**src/rtl/crcmc_pkg.sv**
```systemverilog
package crcmc_pkg;
  localparam logic [31:0] CRC_POLY = 32'h82F63B78;
  localparam logic [31:0] ACC_INIT = 32'hFFFF_FFFF;

  typedef enum logic [2:0] {
    ST_IDLE,
    ST_DATA,
    ST_TAIL_OUT,
    ST_TAIL_IN,
    ST_FIN
  } state_t;

  typedef struct packed {
    logic ok;
    logic move;
    logic test;
    logic store;
  } op_info_t;

  function automatic op_info_t decode_op(input logic [7:0] op);
    op_info_t r;
    r.move  = (op[7:6] == 2'b01);
    r.ok    = (op[7:6] == 2'b01 || op[7:6] == 2'b10) && (op[5:2] == 4'd0) &&
              (op[1:0] != 2'b00);
    r.test  = (op[1:0] == 2'b10);
    r.store = (op[1:0] == 2'b11);
    return r;
  endfunction

  function automatic logic [31:0] crc32c_byte(input logic [31:0] acc,
                                              input logic [7:0] b);
    logic [31:0] c;
    c = acc ^ {24'd0, b};
    for (int i = 0; i < 8; i++)
      c = c[0] ? ((c >> 1) ^ CRC_POLY) : (c >> 1);
    return c;
  endfunction

  function automatic logic [31:0] wire_of(input logic [31:0] acc);
    return ~acc;
  endfunction

  function automatic state_t after_data(input op_info_t i, input logic loc);
    if (i.store && loc)     return ST_TAIL_OUT;
    else if (i.test && loc) return ST_TAIL_IN;
    else                    return ST_FIN;
  endfunction
endpackage

```
**src/rtl/crc_accum.sv**
```systemverilog
module crc_accum
  import crcmc_pkg::*;
(
  input  logic        clk,
  input  logic        rst_n,
  input  logic        load_i,
  input  logic [31:0] seed_i,
  input  logic        step_i,
  input  logic [7:0]  byte_i,
  output logic [31:0] acc_o
);
  always_ff @(posedge clk or negedge rst_n) begin
    if (!rst_n)      acc_o <= ACC_INIT;
    else if (load_i) acc_o <= seed_i;
    else if (step_i) acc_o <= crc32c_byte(acc_o, byte_i);
  end

  AST_ACC_PERSIST: assert property (@(posedge clk) disable iff (!rst_n)
    (!load_i && !step_i) |=> $stable(acc_o));
endmodule

```
**src/rtl/crc_ctrl.sv**
```systemverilog
module crc_ctrl
  import crcmc_pkg::*;
#(
  parameter int LEN_W = 8
) (
  input  logic             clk,
  input  logic             rst_n,
  input  logic             clr_halt_i,
  input  logic             desc_valid_i,
  output logic             desc_ready_o,
  input  logic [7:0]       desc_op_i,
  input  logic [LEN_W-1:0] desc_len_i,
  input  logic             desc_use_seed_i,
  input  logic             desc_loc_i,
  input  logic [31:0]      desc_ref_i,
  input  logic             in_valid_i,
  input  logic [7:0]       in_data_i,
  output logic             in_ready_o,
  output logic             out_valid_o,
  output logic [7:0]       out_data_o,
  input  logic             out_ready_i,
  input  logic [31:0]      acc_i,
  output logic             load_o,
  output logic             step_o,
  output logic             done_o,
  output logic             err_o,
  output logic             halt_o
);
  state_t           state;
  op_info_t         info_q;
  op_info_t         info_d;
  logic             loc_q;
  logic [31:0]      ref_q;
  logic [LEN_W-1:0] cnt;
  logic [1:0]       tail_cnt;
  logic             accept;
  logic [31:0]      wire_v;
  logic             mismatch;

  assign info_d       = decode_op(desc_op_i);
  assign desc_ready_o = (state == ST_IDLE) && !halt_o;
  assign accept       = desc_valid_i && desc_ready_o;
  assign load_o       = accept && info_d.ok && desc_use_seed_i;
  assign wire_v       = wire_of(acc_i);
  assign mismatch     = info_q.test && (ref_q != wire_v);
  assign done_o       = (state == ST_FIN);
  assign err_o        = done_o && (!info_q.ok || mismatch);
  assign step_o       = (state == ST_DATA) && in_valid_i && in_ready_o;

  always_comb begin
    in_ready_o  = 1'b0;
    out_valid_o = 1'b0;
    out_data_o  = in_data_i;
    case (state)
      ST_DATA: begin
        in_ready_o  = info_q.move ? out_ready_i : 1'b1;
        out_valid_o = info_q.move && in_valid_i;
      end
      ST_TAIL_OUT: begin
        out_valid_o = 1'b1;
        out_data_o  = wire_v[8*tail_cnt +: 8];
      end
      ST_TAIL_IN: in_ready_o = 1'b1;
      default: ;
    endcase
  end

  always_ff @(posedge clk or negedge rst_n) begin
    if (!rst_n) begin
      state    <= ST_IDLE;
      info_q   <= '0;
      loc_q    <= 1'b0;
      ref_q    <= '0;
      cnt      <= '0;
      tail_cnt <= '0;
    end else begin
      case (state)
        ST_IDLE: if (accept) begin
          info_q   <= info_d;
          loc_q    <= desc_loc_i;
          ref_q    <= desc_ref_i;
          cnt      <= desc_len_i;
          tail_cnt <= '0;
          if (!info_d.ok)               state <= ST_FIN;
          else if (desc_len_i == '0)    state <= after_data(info_d, desc_loc_i);
          else                          state <= ST_DATA;
        end
        ST_DATA: if (step_o) begin
          cnt <= cnt - LEN_W'(1);
          if (cnt == LEN_W'(1)) state <= after_data(info_q, loc_q);
        end
        ST_TAIL_OUT: if (out_ready_i) begin
          tail_cnt <= tail_cnt + 2'd1;
          if (tail_cnt == 2'd3) state <= ST_FIN;
        end
        ST_TAIL_IN: if (in_valid_i) begin
          ref_q    <= {in_data_i, ref_q[31:8]};
          tail_cnt <= tail_cnt + 2'd1;
          if (tail_cnt == 2'd3) state <= ST_FIN;
        end
        default: state <= ST_IDLE;
      endcase
    end
  end

  always_ff @(posedge clk or negedge rst_n) begin
    if (!rst_n)          halt_o <= 1'b0;
    else if (err_o)      halt_o <= 1'b1;
    else if (clr_halt_i) halt_o <= 1'b0;
  end

  AST_ERR_HALTS: assert property (@(posedge clk) disable iff (!rst_n)
    err_o |=> halt_o);
  AST_HALT_STICKY: assert property (@(posedge clk) disable iff (!rst_n)
    (halt_o && !clr_halt_i) |=> halt_o);
  AST_HALT_NO_DESC: assert property (@(posedge clk) disable iff (!rst_n)
    halt_o |-> !desc_ready_o);
  AST_DONE_PULSE: assert property (@(posedge clk) disable iff (!rst_n)
    done_o |=> !done_o);
  AST_REF_NOT_FOLDED: assert property (@(posedge clk) disable iff (!rst_n)
    (state == ST_TAIL_IN) |=> $stable(acc_i));
  AST_SILENT_COMPUTE: assert property (@(posedge clk) disable iff (!rst_n)
    (state == ST_DATA && !info_q.move) |-> !out_valid_o);
endmodule

```
**src/rtl/crc_move_engine.sv**
```systemverilog
module crc_move_engine
  import crcmc_pkg::*;
#(
  parameter int LEN_W = 8
) (
  input  logic             clk,
  input  logic             rst_n,
  input  logic             clr_halt_i,
  input  logic             desc_valid_i,
  output logic             desc_ready_o,
  input  logic [7:0]       desc_op_i,
  input  logic [LEN_W-1:0] desc_len_i,
  input  logic [31:0]      desc_seed_i,
  input  logic             desc_use_seed_i,
  input  logic             desc_loc_i,
  input  logic [31:0]      desc_ref_i,
  input  logic             in_valid_i,
  input  logic [7:0]       in_data_i,
  output logic             in_ready_o,
  output logic             out_valid_o,
  output logic [7:0]       out_data_o,
  input  logic             out_ready_i,
  output logic [31:0]      crc_o,
  output logic             done_o,
  output logic             crc_err_o,
  output logic             halt_o
);
  logic [31:0] acc;
  logic        load;
  logic        step;

  crc_accum u_accum (
    .clk    (clk),
    .rst_n  (rst_n),
    .load_i (load),
    .seed_i (desc_seed_i),
    .step_i (step),
    .byte_i (in_data_i),
    .acc_o  (acc)
  );

  crc_ctrl #(.LEN_W(LEN_W)) u_ctrl (
    .clk             (clk),
    .rst_n           (rst_n),
    .clr_halt_i      (clr_halt_i),
    .desc_valid_i    (desc_valid_i),
    .desc_ready_o    (desc_ready_o),
    .desc_op_i       (desc_op_i),
    .desc_len_i      (desc_len_i),
    .desc_use_seed_i (desc_use_seed_i),
    .desc_loc_i      (desc_loc_i),
    .desc_ref_i      (desc_ref_i),
    .in_valid_i      (in_valid_i),
    .in_data_i       (in_data_i),
    .in_ready_o      (in_ready_o),
    .out_valid_o     (out_valid_o),
    .out_data_o      (out_data_o),
    .out_ready_i     (out_ready_i),
    .acc_i           (acc),
    .load_o          (load),
    .step_o          (step),
    .done_o          (done_o),
    .err_o           (crc_err_o),
    .halt_o          (halt_o)
  );

  assign crc_o = wire_of(acc);

  AST_DONE_HOLDS_RESULT: assert property (@(posedge clk) disable iff (!rst_n)
    done_o |=> $stable(crc_o));
endmodule

```
**config.mk**
```make
export PLATFORM = sky130hd
export DESIGN_NAME = crc_move_engine
export DESIGN_NICKNAME = d
export VERILOG_FILES = /design/src/rtl/crcmc_pkg.sv /design/src/rtl/crc_accum.sv /design/src/rtl/crc_ctrl.sv /design/src/rtl/crc_move_engine.sv
export SDC_FILE = /design/constraint.sdc
export NUM_CORES = 1
export LEC_CHECK = 0
export ABC_CLOCK_PERIOD_IN_PS = 6800
export BUFFER_PORTS_ARGS = -buffer_cell sky130_fd_sc_hd__buf_2
export CORE_UTILIZATION = 42
export DETAILED_ROUTE_END_ITERATION = 6
export GPL_ROUTABILITY_DRIVEN = 0
export PLACE_DENSITY = 0.72
export REMOVE_ABC_BUFFERS = 1
export SYNTH_ARGS = -nofsm -noshare
export SYNTH_HDL_FRONTEND = slang
export SYNTH_HIERARCHICAL = 1
export SYNTH_SLANG_ARGS = --single-unit
```
**constraint.sdc**
```tcl
create_clock -name clk -period 6.8 [get_ports clk]
set_input_delay 0.68 -clock clk [delete_from_list [all_inputs] [get_ports clk]]
set_output_delay 0.68 -clock clk [all_outputs]
set_load 0.05 [all_outputs]
```
==> metrics.txt <==
Synth Register Bits=83; CTS tree=done; Wirelength per Cell=17.08 µm; Initial DRC Count=373; Remaining Overflow, GRT=0; Starting Density=0.4302; EDFF count, synth=0; fmax=304.6 MHz; die area=14700 µm²; Net Sw Frac=0.4472; drt drc=0; routed via count=4991; max_slew headroom=0.2292; DRT antenna net count=0; Setup Buffers After CTS=0; Power Density=496.3 nW/µm²; cts hold-fix bufs=0; endpoints failing setup=0; largest net degree at the start of global routing=65; Worst Hold Margin=0.3191 ns; register share of total power=0.290; Setup CP Type=register to output pin; post-layout min period=3.284 ns; nets=859; area delta synth->final=18.02%; Tot Pwr=3.498 mW; Comb power frac=0.579; cell taking the most area after synthesis=dfrtp_1; share of the synthesized area in the top cell type=0.2137; placed cell count=928; Design Area, Final=7048 µm²; startpoint class of the critical path=register; worst path arrival time=2.60 ns; Root Buffer=clkbuf_16; Max Slew Vio Count=0; fin util=0.5078; Area after DPL=6777 µm²; Main synth FF type=dfrtp_1; Max Cap Viol=0; Port Buffers=141; drt total wl=16120 µm; htree depth=3; RSZ-0062 raised after global routing=no; clock-pin slew on the worst setup and hold paths=0.06 ns; Clock Skew=0.006537 ns; Clock Sinks=83; Avg Vias per Cell=5.287; Chip Height=121.2 µm; Synth Warn #=6; worst setup margin=3.516 ns; PostCTS Resize Cnt=0; worst reg-to-reg path cell count=7; fin cells=944; Cell Area, Synth=5972 µm²; Mean Syn Cell Area=9.390 µm²; layout cell share with drive strength beyond 1=0.2971; hpwl dp=12210 µm; post-synthesis async set-or-reset flop share=1.000; fin crit share=0.4829; Worst EP required=6.12 ns; Rows=43; Worst-Skew Late Latency=0.34 ns; Internal Dissipation=1.934 mW; status=complete, no violations; initial antenna violation count=0; Max VDD drop=0.0002595 V; first-pass GRT wire length=24890 µm; Syn Inst Count=636; Overall Global Routing Usage=0.2259; Psw=1.564 mW; Clk pwr share=0.130; Ant. Diodes=0; Area contributors post-synth=dfrtp_1 21%, dfstp_2 14%, xnor2_1 11%, mux2i_1 6.4%, nand2_1 5.1%; dpl ws=3.855 ns; setup TNS=0 ns; register area share after synthesis=0.3545; worst-margin pin slew=1.152 ns; chip width=121.2 µm; Core Area=13880 µm²; Worst setup EP type=output pin; class of the worst hold path=input pin to asynchronous set/reset pin; final-report hold violation count=0; Cell variety after synth=63; vias in the first global route=4614; Worst Path Max Fanout=17; Leak=3.249 nW; IO Count=142; first-pass iteration count of the detailed router=5; Num CTS Buffers=9; Clock Tree Buf Depth=2
## power by group through the flow
stage	Combinational (mW)	Clock [mW]	Sequential, mW
after floorplan	1.68	0	0.920
after global placement	2.00	0	1.01
after detailed placement	2.02	0	1.01
after CTS	2.04	0.464	1.01
after global routing	2.19	0.482	1.04
final	2.03	0.456	1.01
## state kept, by name (all words and copies together) (netlist names)
signal	cells
u_ctrl/halt_o	1
u_ctrl/loc_q	1
u_ctrl/info_q	4
u_ctrl/state	3
u_ctrl/tail_cnt	2
u_ctrl/cnt	8
u_accum/acc_o	32
u_ctrl/ref_q	32
## layer usage
layer  track usage  vias to the layer above  part of all wire
met1        0.3131                     2356              0.44
met3       0.03524                       29             0.064
li1              -                     2406                 -
met2        0.3493                      200              0.46
met5             0                        -                 0
met4       0.09722                        0             0.027
## critical path, cell delays in order, from the launching register on
cell and delay [ns]:
dfrtp_1 0.49, nand2b_1 0.22, nor2_1 0.88, nor2_1 0.09
a21oi_1 0.27, buf_2 0.32
## final cells by class
type                    instances  area (µm²)
multi-input cells             477        3538
well taps                     180       225.2
repair buffers                144       730.7
clock inverters                 5       28.78
flip-flops and latches         83        2117
inverters                      44       165.2
clock buffers                  11       242.7
fillers                      1352        6833
## synth_stat cells (all sizes together), types with 4 or more instances
library cell	number
xnor2	84
nand2	81
o21ai	60
a21oi	57
dfrtp	51
inv	44
mux2i	38
nor2	33
dfstp	32
clkbuf	19
nor2b	18
xor2	14
nor4	12
buf	11
xnor3	10
mux4	8
nor3	7
a211oi	5
a22oi	4
ha	4
nand3	4
## cells in the final DEF, fill, tap and decap left out, drive strengths merged, types with 3 or more instances in the layout
master,n
a211oi,5
a21oi,57
a22oi,4
buf,144
clkbuf,11
clkinv,3
dfrtp,51
dfstp,32
ha,4
inv,44
mux2i,38
mux4,8
nand2,81
nand3,4
nor2,33
nor2b,18
nor3,7
nor4,12
o21ai,60
o2bb2ai,3
o31ai,3
xnor2,84
xnor3,10
xor2,14
## final timing paths
| path | startpoint | end | slack [ns] |
|---|---|---|---|
| min in group clk | u_ctrl/ref_q[4]$_DFFE_PN0P_ | u_ctrl/ref_q[4]$_DFFE_PN0P_ | 0.50 |
| worst max-delay path | u_ctrl/state[2]$_DFFE_PN0P_ | out_data_o[6] | 3.52 |
| worst max register to register | u_ctrl/state[0]$_DFFE_PN0P_ | u_accum/acc_o[5]$_DFFE_PN1P_ | 3.90 |
| worst min-delay path | rst_n | u_ctrl/cnt[6]$_DFFE_PN0P_ | 0.32 |
| max in group asynchronous | rst_n | u_accum/acc_o[13]$_DFFE_PN1P_ | 5.53 |
| worst min register to register | u_ctrl/ref_q[4]$_DFFE_PN0P_ | u_ctrl/ref_q[4]$_DFFE_PN0P_ | 0.50 |
## kinds of logic (layout without fill, tap and decap cells)
family,count (synthesis),in the layout,synth area share
AO/OA/AOI/OAI,146,146,0.1387
flip-flops,83,83,0.3545
buffers and inverters,76,204,0.05552
AND/OR/NAND/NOR,169,169,0.1326
multiplexers,48,48,0.09763
XOR/XNOR,110,110,0.2127
adder cells (fa/ha/maj),4,4,0.008381
Power figures use the tool's default switching activity.
